===== src/rtl/uart_rx_pkg.sv =====
package uart_rx_pkg;

  localparam int ENTRY_W = 12;

  typedef struct packed {
    logic frameStart;
    logic shiftBit;
    logic sampParity;
    logic finish;
    logic pop;
    logic flush;
  } rx_strobe_t;

  typedef enum logic [2:0] {
    ST_IDLE,
    ST_START,
    ST_DATA,
    ST_PARITY,
    ST_STOP,
    ST_BRKWAIT
  } rx_state_t;

  localparam logic [1:0] ADDR_CTRL = 2'd0;
  localparam logic [1:0] ADDR_IRQ  = 2'd1;
  localparam logic [1:0] ADDR_DATA = 2'd2;

endpackage


===== src/rtl/uart_rx_path.sv =====
module uart_rx_path
  import uart_rx_pkg::*;
#(
  parameter int FIFO_DEPTH = 16,
  localparam int CNT_W = $clog2(FIFO_DEPTH + 1),
  localparam int PTR_W = $clog2(FIFO_DEPTH)
) (
  input  logic               clk,
  input  logic               rstN,
  input  rx_strobe_t         stb,
  input  logic               rxBit,
  input  logic [1:0]         dataCode,
  input  logic               parEn,
  input  logic               parOdd,
  output logic [CNT_W-1:0]   fillCount,
  output logic               ovrFlag,
  output logic               frameIsBreak,
  output logic [ENTRY_W-1:0] headEntry
);

  logic [7:0]         shReg;
  logic               parAcc;
  logic               anyHigh;
  logic [PTR_W-1:0]   wrPtr, rdPtr;
  logic [ENTRY_W-1:0] mem [FIFO_DEPTH];
  logic [7:0]         charVal;
  logic               parErr, frameErr, isFull, doPush, doPop;
  logic [ENTRY_W-1:0] newEntry;

  // Frame assembly: shift in from the top, right-align at the end.
  always_ff @(posedge clk or negedge rstN) begin
    if (!rstN) begin
      shReg   <= '0;
      parAcc  <= 1'b0;
      anyHigh <= 1'b0;
    end else if (stb.frameStart) begin
      shReg   <= '0;
      parAcc  <= 1'b0;
      anyHigh <= 1'b0;
    end else if (stb.shiftBit) begin
      shReg   <= {rxBit, shReg[7:1]};
      parAcc  <= parAcc ^ rxBit;
      anyHigh <= anyHigh | rxBit;
    end else if (stb.sampParity) begin
      parAcc  <= parAcc ^ rxBit;
      anyHigh <= anyHigh | rxBit;
    end
  end

  assign frameIsBreak = !anyHigh && !rxBit;
  assign charVal      = shReg >> (2'd3 - dataCode);
  assign frameErr     = !rxBit;
  assign parErr       = parEn && !frameIsBreak && (parAcc != parOdd);
  assign newEntry     = {1'b1, frameErr, parErr, frameIsBreak, charVal};

  assign isFull = (fillCount == CNT_W'(FIFO_DEPTH));
  assign doPush = stb.finish && !stb.flush && !isFull;
  assign doPop  = stb.pop && !stb.flush && (fillCount != '0);

  always_ff @(posedge clk) begin
    if (doPush) mem[wrPtr] <= newEntry;
  end

  always_ff @(posedge clk or negedge rstN) begin
    if (!rstN) begin
      wrPtr     <= '0;
      rdPtr     <= '0;
      fillCount <= '0;
      ovrFlag   <= 1'b0;
    end else if (stb.flush) begin
      wrPtr     <= '0;
      rdPtr     <= '0;
      fillCount <= '0;
      ovrFlag   <= 1'b0;
    end else begin
      if (stb.finish && isFull) ovrFlag <= 1'b1;
      if (doPush) wrPtr <= wrPtr + 1'b1;
      if (doPop)  rdPtr <= rdPtr + 1'b1;
      case ({doPush, doPop})
        2'b10:   fillCount <= fillCount + 1'b1;
        2'b01:   fillCount <= fillCount - 1'b1;
        default: fillCount <= fillCount;
      endcase
    end
  end

  assign headEntry = (fillCount != '0) ? mem[rdPtr] : '0;

endmodule


===== src/rtl/uart_rx_ctrl.sv =====
module uart_rx_ctrl
  import uart_rx_pkg::*;
#(
  parameter int FIFO_DEPTH = 16,
  parameter int OVS = 16,
  parameter int TO_W = 4,
  parameter int REG_W = 32,
  localparam int CNT_W = $clog2(FIFO_DEPTH + 1),
  localparam int PH_W = $clog2(OVS),
  localparam int TICK_W = $clog2(11 * OVS + 1),
  localparam int THR_LSB = 12
) (
  input  logic               clk,
  input  logic               rstN,
  input  logic               tick16,
  input  logic               rxIn,
  input  logic               regWrEn,
  input  logic               regRdEn,
  input  logic [1:0]         regAddr,
  input  logic [REG_W-1:0]   regWrData,
  output logic [REG_W-1:0]   regRdData,
  output logic               irq,
  input  logic [CNT_W-1:0]   fillCount,
  input  logic               ovrFlag,
  input  logic               frameIsBreak,
  input  logic [ENTRY_W-1:0] headEntry,
  output rx_strobe_t         stb,
  output logic               rxBit,
  output logic [1:0]         dataCode,
  output logic               parEn,
  output logic               parOdd,
  output logic               toStatus
);

  localparam logic [PH_W-1:0]   PH_LAST = PH_W'(OVS - 1);
  localparam logic [PH_W-1:0]   PH_MID  = PH_W'(OVS / 2 - 1);
  localparam logic [TICK_W-1:0] OVS_T   = TICK_W'(OVS);

  logic              rxMeta;
  logic              rxEn, rateEn;
  logic [TO_W-1:0]   toField;
  logic [CNT_W-1:0]  thrField;
  logic [2:0]        irqMask;
  rx_state_t         state;
  logic [PH_W-1:0]   phase;
  logic [2:0]        bitIdx;
  logic              active, phWrap, lastData;
  logic [TICK_W-1:0] tickCnt, charTicks;
  logic [TO_W-1:0]   charCnt;
  logic [3:0]        frameBits;
  logic              toRestart, thrStatus;
  logic [2:0]        status;
  logic              wrCtrl, wrIrq;
  logic              unusedWr;

  // Two-flop synchronizer for the asynchronous line.
  always_ff @(posedge clk or negedge rstN) begin
    if (!rstN) begin
      rxMeta <= 1'b1;
      rxBit  <= 1'b1;
    end else begin
      rxMeta <= rxIn;
      rxBit  <= rxMeta;
    end
  end

  assign wrCtrl = regWrEn && (regAddr == ADDR_CTRL);
  assign wrIrq  = regWrEn && (regAddr == ADDR_IRQ);
  assign unusedWr = ^{regWrData[REG_W-2:THR_LSB+CNT_W], regWrData[7:6], regWrData[REG_W-1:3]};

  always_ff @(posedge clk or negedge rstN) begin
    if (!rstN) begin
      rxEn     <= 1'b0;
      rateEn   <= 1'b0;
      dataCode <= '0;
      parEn    <= 1'b0;
      parOdd   <= 1'b0;
      toField  <= '0;
      thrField <= '0;
      irqMask  <= '0;
    end else begin
      if (wrCtrl) begin
        rxEn     <= regWrData[0];
        rateEn   <= regWrData[1];
        dataCode <= regWrData[3:2];
        parEn    <= regWrData[4];
        parOdd   <= regWrData[5];
        toField  <= regWrData[8 +: TO_W];
        thrField <= regWrData[THR_LSB +: CNT_W];
      end
      if (wrIrq) irqMask <= regWrData[2:0];
    end
  end

  // Frame sequencing on oversample pulses.
  assign active   = rxEn && rateEn;
  assign phWrap   = (phase == PH_LAST);
  assign lastData = (bitIdx == (3'd4 + {1'b0, dataCode}));

  always_comb begin
    stb = '0;
    if (tick16 && active) begin
      case (state)
        ST_IDLE:   stb.frameStart = !rxBit;
        ST_DATA:   stb.shiftBit   = phWrap;
        ST_PARITY: stb.sampParity = phWrap;
        ST_STOP:   stb.finish     = phWrap;
        default:   ;
      endcase
    end
    stb.pop   = regRdEn && (regAddr == ADDR_DATA) && (fillCount != '0);
    stb.flush = wrCtrl && regWrData[REG_W-1];
  end

  always_ff @(posedge clk or negedge rstN) begin
    if (!rstN) begin
      state  <= ST_IDLE;
      phase  <= '0;
      bitIdx <= '0;
    end else if (!active) begin
      state  <= ST_IDLE;
      phase  <= '0;
      bitIdx <= '0;
    end else if (tick16) begin
      phase <= phase + 1'b1;
      case (state)
        ST_IDLE: begin
          phase <= '0;
          if (!rxBit) state <= ST_START;
        end
        ST_START: begin
          if (phase == PH_MID) begin
            phase  <= '0;
            bitIdx <= '0;
            state  <= rxBit ? ST_IDLE : ST_DATA;
          end
        end
        ST_DATA: begin
          if (phWrap) begin
            bitIdx <= bitIdx + 1'b1;
            if (lastData) state <= parEn ? ST_PARITY : ST_STOP;
          end
        end
        ST_PARITY: if (phWrap) state <= ST_STOP;
        ST_STOP:   if (phWrap) state <= frameIsBreak ? ST_BRKWAIT : ST_IDLE;
        ST_BRKWAIT: begin
          phase <= '0;
          if (rxBit) state <= ST_IDLE;
        end
        default: state <= ST_IDLE;
      endcase
    end
  end

  // Idle timeout measured in whole character times.
  assign frameBits = 4'd7 + {2'b00, dataCode} + {3'b000, parEn};
  assign charTicks = TICK_W'(frameBits) * OVS_T;
  assign toRestart = stb.finish || stb.pop || stb.flush || (fillCount == '0);

  always_ff @(posedge clk or negedge rstN) begin
    if (!rstN) begin
      tickCnt <= '0;
      charCnt <= '0;
    end else if (toRestart) begin
      tickCnt <= '0;
      charCnt <= '0;
    end else if (tick16 && rateEn) begin
      if (tickCnt == charTicks - 1'b1) begin
        tickCnt <= '0;
        if (charCnt != '1) charCnt <= charCnt + 1'b1;
      end else begin
        tickCnt <= tickCnt + 1'b1;
      end
    end
  end

  assign toStatus  = (toField != '0) && (charCnt >= toField) && (fillCount != '0);
  assign thrStatus = (fillCount > thrField);
  assign status    = {toStatus, thrStatus, ovrFlag};
  assign irq       = |(status & irqMask);

  always_comb begin
    regRdData = '0;
    case (regAddr)
      ADDR_CTRL: begin
        regRdData[0]                 = rxEn;
        regRdData[1]                 = rateEn;
        regRdData[3:2]               = dataCode;
        regRdData[4]                 = parEn;
        regRdData[5]                 = parOdd;
        regRdData[8 +: TO_W]         = toField;
        regRdData[THR_LSB +: CNT_W]  = thrField;
      end
      ADDR_IRQ: begin
        regRdData[2:0]  = irqMask;
        regRdData[10:8] = status;
        regRdData[12]   = (fillCount != '0);
      end
      ADDR_DATA: regRdData[ENTRY_W-1:0] = headEntry;
      default:   regRdData = '0;
    endcase
  end

endmodule


===== src/rtl/uart_rx_irq.sv =====
module uart_rx_irq
  import uart_rx_pkg::*;
#(
  parameter int FIFO_DEPTH = 16,
  parameter int OVS = 16,
  parameter int TO_W = 4,
  localparam int CNT_W = $clog2(FIFO_DEPTH + 1)
) (
  input  logic        clk,
  input  logic        rstN,
  input  logic        tick16,
  input  logic        rxIn,
  input  logic        regWrEn,
  input  logic        regRdEn,
  input  logic [1:0]  regAddr,
  input  logic [31:0] regWrData,
  output logic [31:0] regRdData,
  output logic        irq
);

  rx_strobe_t         stb;
  logic               rxBit, parEn, parOdd, ovrFlag, frameIsBreak, toStatus;
  logic [1:0]         dataCode;
  logic [CNT_W-1:0]   fillCount;
  logic [ENTRY_W-1:0] headEntry;

  uart_rx_ctrl #(
    .FIFO_DEPTH(FIFO_DEPTH), .OVS(OVS), .TO_W(TO_W), .REG_W(32)
  ) u_ctrl (
    .clk, .rstN, .tick16, .rxIn, .regWrEn, .regRdEn, .regAddr, .regWrData,
    .regRdData, .irq, .fillCount, .ovrFlag, .frameIsBreak, .headEntry,
    .stb, .rxBit, .dataCode, .parEn, .parOdd, .toStatus
  );

  uart_rx_path #(.FIFO_DEPTH(FIFO_DEPTH)) u_path (
    .clk, .rstN, .stb, .rxBit, .dataCode, .parEn, .parOdd,
    .fillCount, .ovrFlag, .frameIsBreak, .headEntry
  );

endmodule


===== config.mk =====
export PLATFORM = sky130hd
export DESIGN_NAME = uart_rx_irq
export DESIGN_NICKNAME = d
export VERILOG_FILES = /design/src/rtl/uart_rx_pkg.sv /design/src/rtl/uart_rx_path.sv /design/src/rtl/uart_rx_ctrl.sv /design/src/rtl/uart_rx_irq.sv
export SDC_FILE = /design/constraint.sdc
export NUM_CORES = 1
export LEC_CHECK = 0
export ABC_CLOCK_PERIOD_IN_PS = 3800
export BUFFER_PORTS_ARGS = -buffer_cell sky130_fd_sc_hd__clkbuf_2
export CORE_ASPECT_RATIO = 1.5
export CORE_MARGIN = 2
export CORE_UTILIZATION = 61
export CTS_CLUSTER_DIAMETER = 50
export DETAILED_ROUTE_END_ITERATION = 8
export PLACE_DENSITY = 0.82
export SYNTH_ARGS = -nofsm -noshare
export SYNTH_HDL_FRONTEND = slang
export SYNTH_SLANG_ARGS = --single-unit

===== constraint.sdc =====
create_clock -name clk -period 3.8 [get_ports clk]
set_input_delay 0.57 -clock clk [delete_from_list [all_inputs] [get_ports clk]]
set_output_delay 0.57 -clock clk [all_outputs]
set_load 0.02 [all_outputs]

==> flow_metrics.env <==
export IMPL_maxCapViolCount=0
export IMPL_rsz0062_at_grt="false"
export IMPL_clkLatencyLatePin_ns=0.51
export IMPL_endpoint="regRdData[3]"
export IMPL_place_area_sq_um=11500
export IMPL_cts_hold_buf=0
export IMPL_vias_per_cell=6.57
export IMPL_dp_cells=1009
export IMPL_avgSynthCellArea_sq_um=14.5
export IMPL_r2r_start="u_ctrl.dataCode[0]"
export IMPL_drt_iter0_markers=585
export IMPL_fin_area_sq_um=12200
export IMPL_slew_viol_final=0
export IMPL_cts_max_level=1
export IMPL_finalHoldViolCount=0
export IMPL_grt_pass1_wl_mm=39.7
export IMPL_ys_ff_latch=242
export IMPL_critical_path_max_fanout=31
export IMPL_cts_tree="done"
export IMPL_die_h_um=169
export IMPL_timing_final_crit_share_pct=92.0
export IMPL_yosysWarnings=0
export IMPL_dpl_hpwl_mm=16.9
export IMPL_design_core_area_sq_um=17900
export IMPL_netlist_area_sq_um=11100
export IMPL_grt_max_degree=49
export IMPL_syn_inst=761
export IMPL_final_setup_viol_count=0
export IMPL_grt_overflow=0
export IMPL_min_path_type="input port to flip-flop"
export IMPL_drc=0
export IMPL_ant_nets=0
export IMPL_cp_end_kind="primary output"
export IMPL_antenna_found_initial=0
export IMPL_synth_edf_count=176
export IMPL_die_width_um=114
export IMPL_synth_distinct_cells=75
export IMPL_tightest_slew_ns=1.24
export IMPL_gp_congestion=0.861
export IMPL_fmax_ghz=0.286
export IMPL_clkSinkCount=242
export IMPL_regToRegSetupSlack_ns=0.43
export IMPL_wl_per_cell_um=24.3
export IMPL_fillers=1188
export IMPL_cts_buffers=20
export IMPL_yosysSeqAreaShare_pct=62.7
export IMPL_cp_required_ns=3.23
export IMPL_clk_path_buf_depth=3
export IMPL_status="finished, final reports clean"
export IMPL_clkTransAtPathRegs_ns=0.07
export IMPL_vias=6855
export IMPL_fin_skew_ns=0.0107
export IMPL_drive_gt1_share_pct=21.8
export IMPL_crit_type="flip-flop to primary output"
export IMPL_grt_pass1_vias=7125
export IMPL_p_per_area_nw_per_um2=545
export IMPL_clockRootBuffer="clkbuf_16"
export IMPL_grt_total_usage_pct=27.4
export IMPL_critPathArrivalTime_ns=2.93
export IMPL_ff2ff_path_depth=9
export IMPL_cp_start_kind="flip-flop"
export IMPL_cp_startpoint="u_path.rdPtr[0]"
export IMPL_drt_total_wl_mm=25.3
export IMPL_synth_top_cell_by_area="edfxtp_1"
export IMPL_nets=876
export IMPL_dieArea_sq_um=19300
export IMPL_layout_cells_non_filler=1044
export IMPL_ioPinCount=73
export IMPL_area_growth_syn_to_layout_pct=10.2
export IMPL_yosysTopAreaCellShare_pct=47.8
export IMPL_ys_flop_type="edfxtp_1"
export IMPL_r2r_end="u_ctrl.charCnt[3]"
export IMPL_portBuffers=41
export IMPL_ir_drop_mv=0.573
export IMPL_layout_min_cycle_time_ns=3.50
export IMPL_finalSetupTns_ns=0
export IMPL_diodes=0
export IMPL_async_reset_ff_share_pct=27.3
export IMPL_total_leakage_power_nw=4.77
export IMPL_start_util_pct=61.9
export IMPL_drt_pre_antenna_iters=5
export IMPL_slew_headroom_pct=17.2
export IMPL_cts_resized=0
export IMPL_rows=60
export IMPL_postCtsSetupRepairBufs=0
export IMPL_timing_hold_ws_ns=0.156
export IMPL_synthTopCellsByArea="edfxtp_1 48%, dfrtp_1 14%, mux4_2 9.6%, mux2i_1 2.4%, ha_1 2.4%"
export IMPL_worstHoldStart="rxIn"
==> flip-flops by register name, summed over array words and instances, names as in the netlist, 2 cells and up <==
| name | flops |
|---|---|
| u_ctrl.dataCode | 2 |
| u_ctrl.irqMask | 3 |
| u_ctrl.phase | 4 |
| u_ctrl.bitIdx | 3 |
| u_path.rdPtr | 4 |
| u_path.shReg | 8 |
| u_path.mem | 176 |
| u_ctrl.tickCnt | 8 |
| u_ctrl.state | 3 |
| u_ctrl.charCnt | 4 |
| u_ctrl.toField | 4 |
| u_path.fillCount | 5 |
| u_path.wrPtr | 4 |
| u_ctrl.thrField | 5 |
==> logic make-up (layout without fill, tap and decap cells) <==
logic type,Yosys count,count (layout),share of synthesized area [%]
multiplexers,90,90,13.6
buffers and inverters,79,131,3.45
AND/OR/NAND/NOR,209,209,9.74
adder cells (fa/ha/maj),22,22,2.56
other,1,15,0.0339
AO/OA/AOI/OAI,100,100,6.46
flip-flops,242,242,62.7
XOR/XNOR,18,18,1.42
==> cell usage in the layout, fill, tap and decap left out, drive strengths merged, types with 4 or more instances in the layout <==
master | netlist | routed
edfxtp | 176 | 176
dfrtp | 64 | 64
clkbuf | 23 | 64
nand2 | 59 | 59
mux4 | 47 | 47
nor2 | 44 | 44
buf | 29 | 29
mux2i | 27 | 27
inv | 27 | 27
a21oi | 25 | 25
nor3 | 24 | 24
ha | 21 | 21
o21ai | 20 | 20
nand3 | 18 | 18
mux2 | 16 | 16
conb | 1 | 15
and2 | 14 | 14
xor2 | 10 | 10
nor2b | 10 | 10
and3 | 8 | 8
xnor2 | 8 | 8
o211ai | 8 | 8
a211oi | 8 | 8
clkinv | 0 | 6
nand4 | 5 | 5
a21o | 5 | 5
or4 | 5 | 5
nor3b | 4 | 4
a22o | 4 | 4
nor4 | 4 | 4
==> synthesized netlist by cell type (18+ instances only) <==
master    instances
mux2i_1          27
mux4_2           47
a21oi_1          24
buf_4            18
dfrtp_1          64
clkbuf_1         22
nor3_1           22
ha_1             21
nand2_1          59
edfxtp_1        176
o21ai_0          20
inv_1            26
nor2_1           44
==> worst max-delay path, stage by stage, from the launching register on <==
cell and delay (ns):
dfrtp_2 0.59, buf_12 0.30, mux4_2 0.54, nor2b_1 0.16, a211oi_1 0.23, a21oi_1 0.13, a22o_1 0.28, clkbuf_2 0.16
==> through the flow <==
stage / util, % / total power, mW / setup slack [ns]
final: 68.3 / 6.64 / 0.304
after global routing: 68.3 / 6.87 / 0.135
after CTS: 68.3 / 6.65 / 0.284
after detailed placement: 64.6 / 4.58 / 0.467
after global placement: 64.6 / 4.52 / 0.572
after floorplan: - / 4.19 / 0.774
==> cell type report <==
class	count	area, sq um	share of cell area [%]
well taps	217	272	2.23
clock buffers	24	515	4.23
clock inverters	11	141	1.16
repair buffers	69	428	3.51
flip-flops and latches	242	6940	56.9
multi-input cells	454	3800	31.1
inverters	27	101	0.831
==> worst min path at each step <==
stage / endpoint / slack (ns) / depth (start not counted)
after floorplan: u_ctrl.bitIdx[0] / 0.27 / 0
after global placement: u_ctrl.rxBit / 0.35 / 0
after detailed placement: u_ctrl.rxBit / 0.35 / 0
after CTS: u_ctrl.rxMeta / 0.14 / 1
after global routing: u_ctrl.rxMeta / 0.14 / 1
final: u_ctrl.rxMeta / 0.16 / 1
==> where the power goes <==
part | switching, mW | internal (mW) | total (mW)
registers | 0.244 | 2.91 | 3.16
clock network | 0.915 | 1.18 | 2.09
logic | 0.756 | 0.634 | 1.39
==> metal layers <==
| layer | global-route usage, % | routed length, um |
|---|---|---|
| met1 | 33.2 | 8950 |
| met2 | 49.4 | 13800 |
| met5 | 0 | 0 |
| met4 | 10.0 | 855 |
| met3 | 4.19 | 1710 |
(Power assumes the default switching activity.)
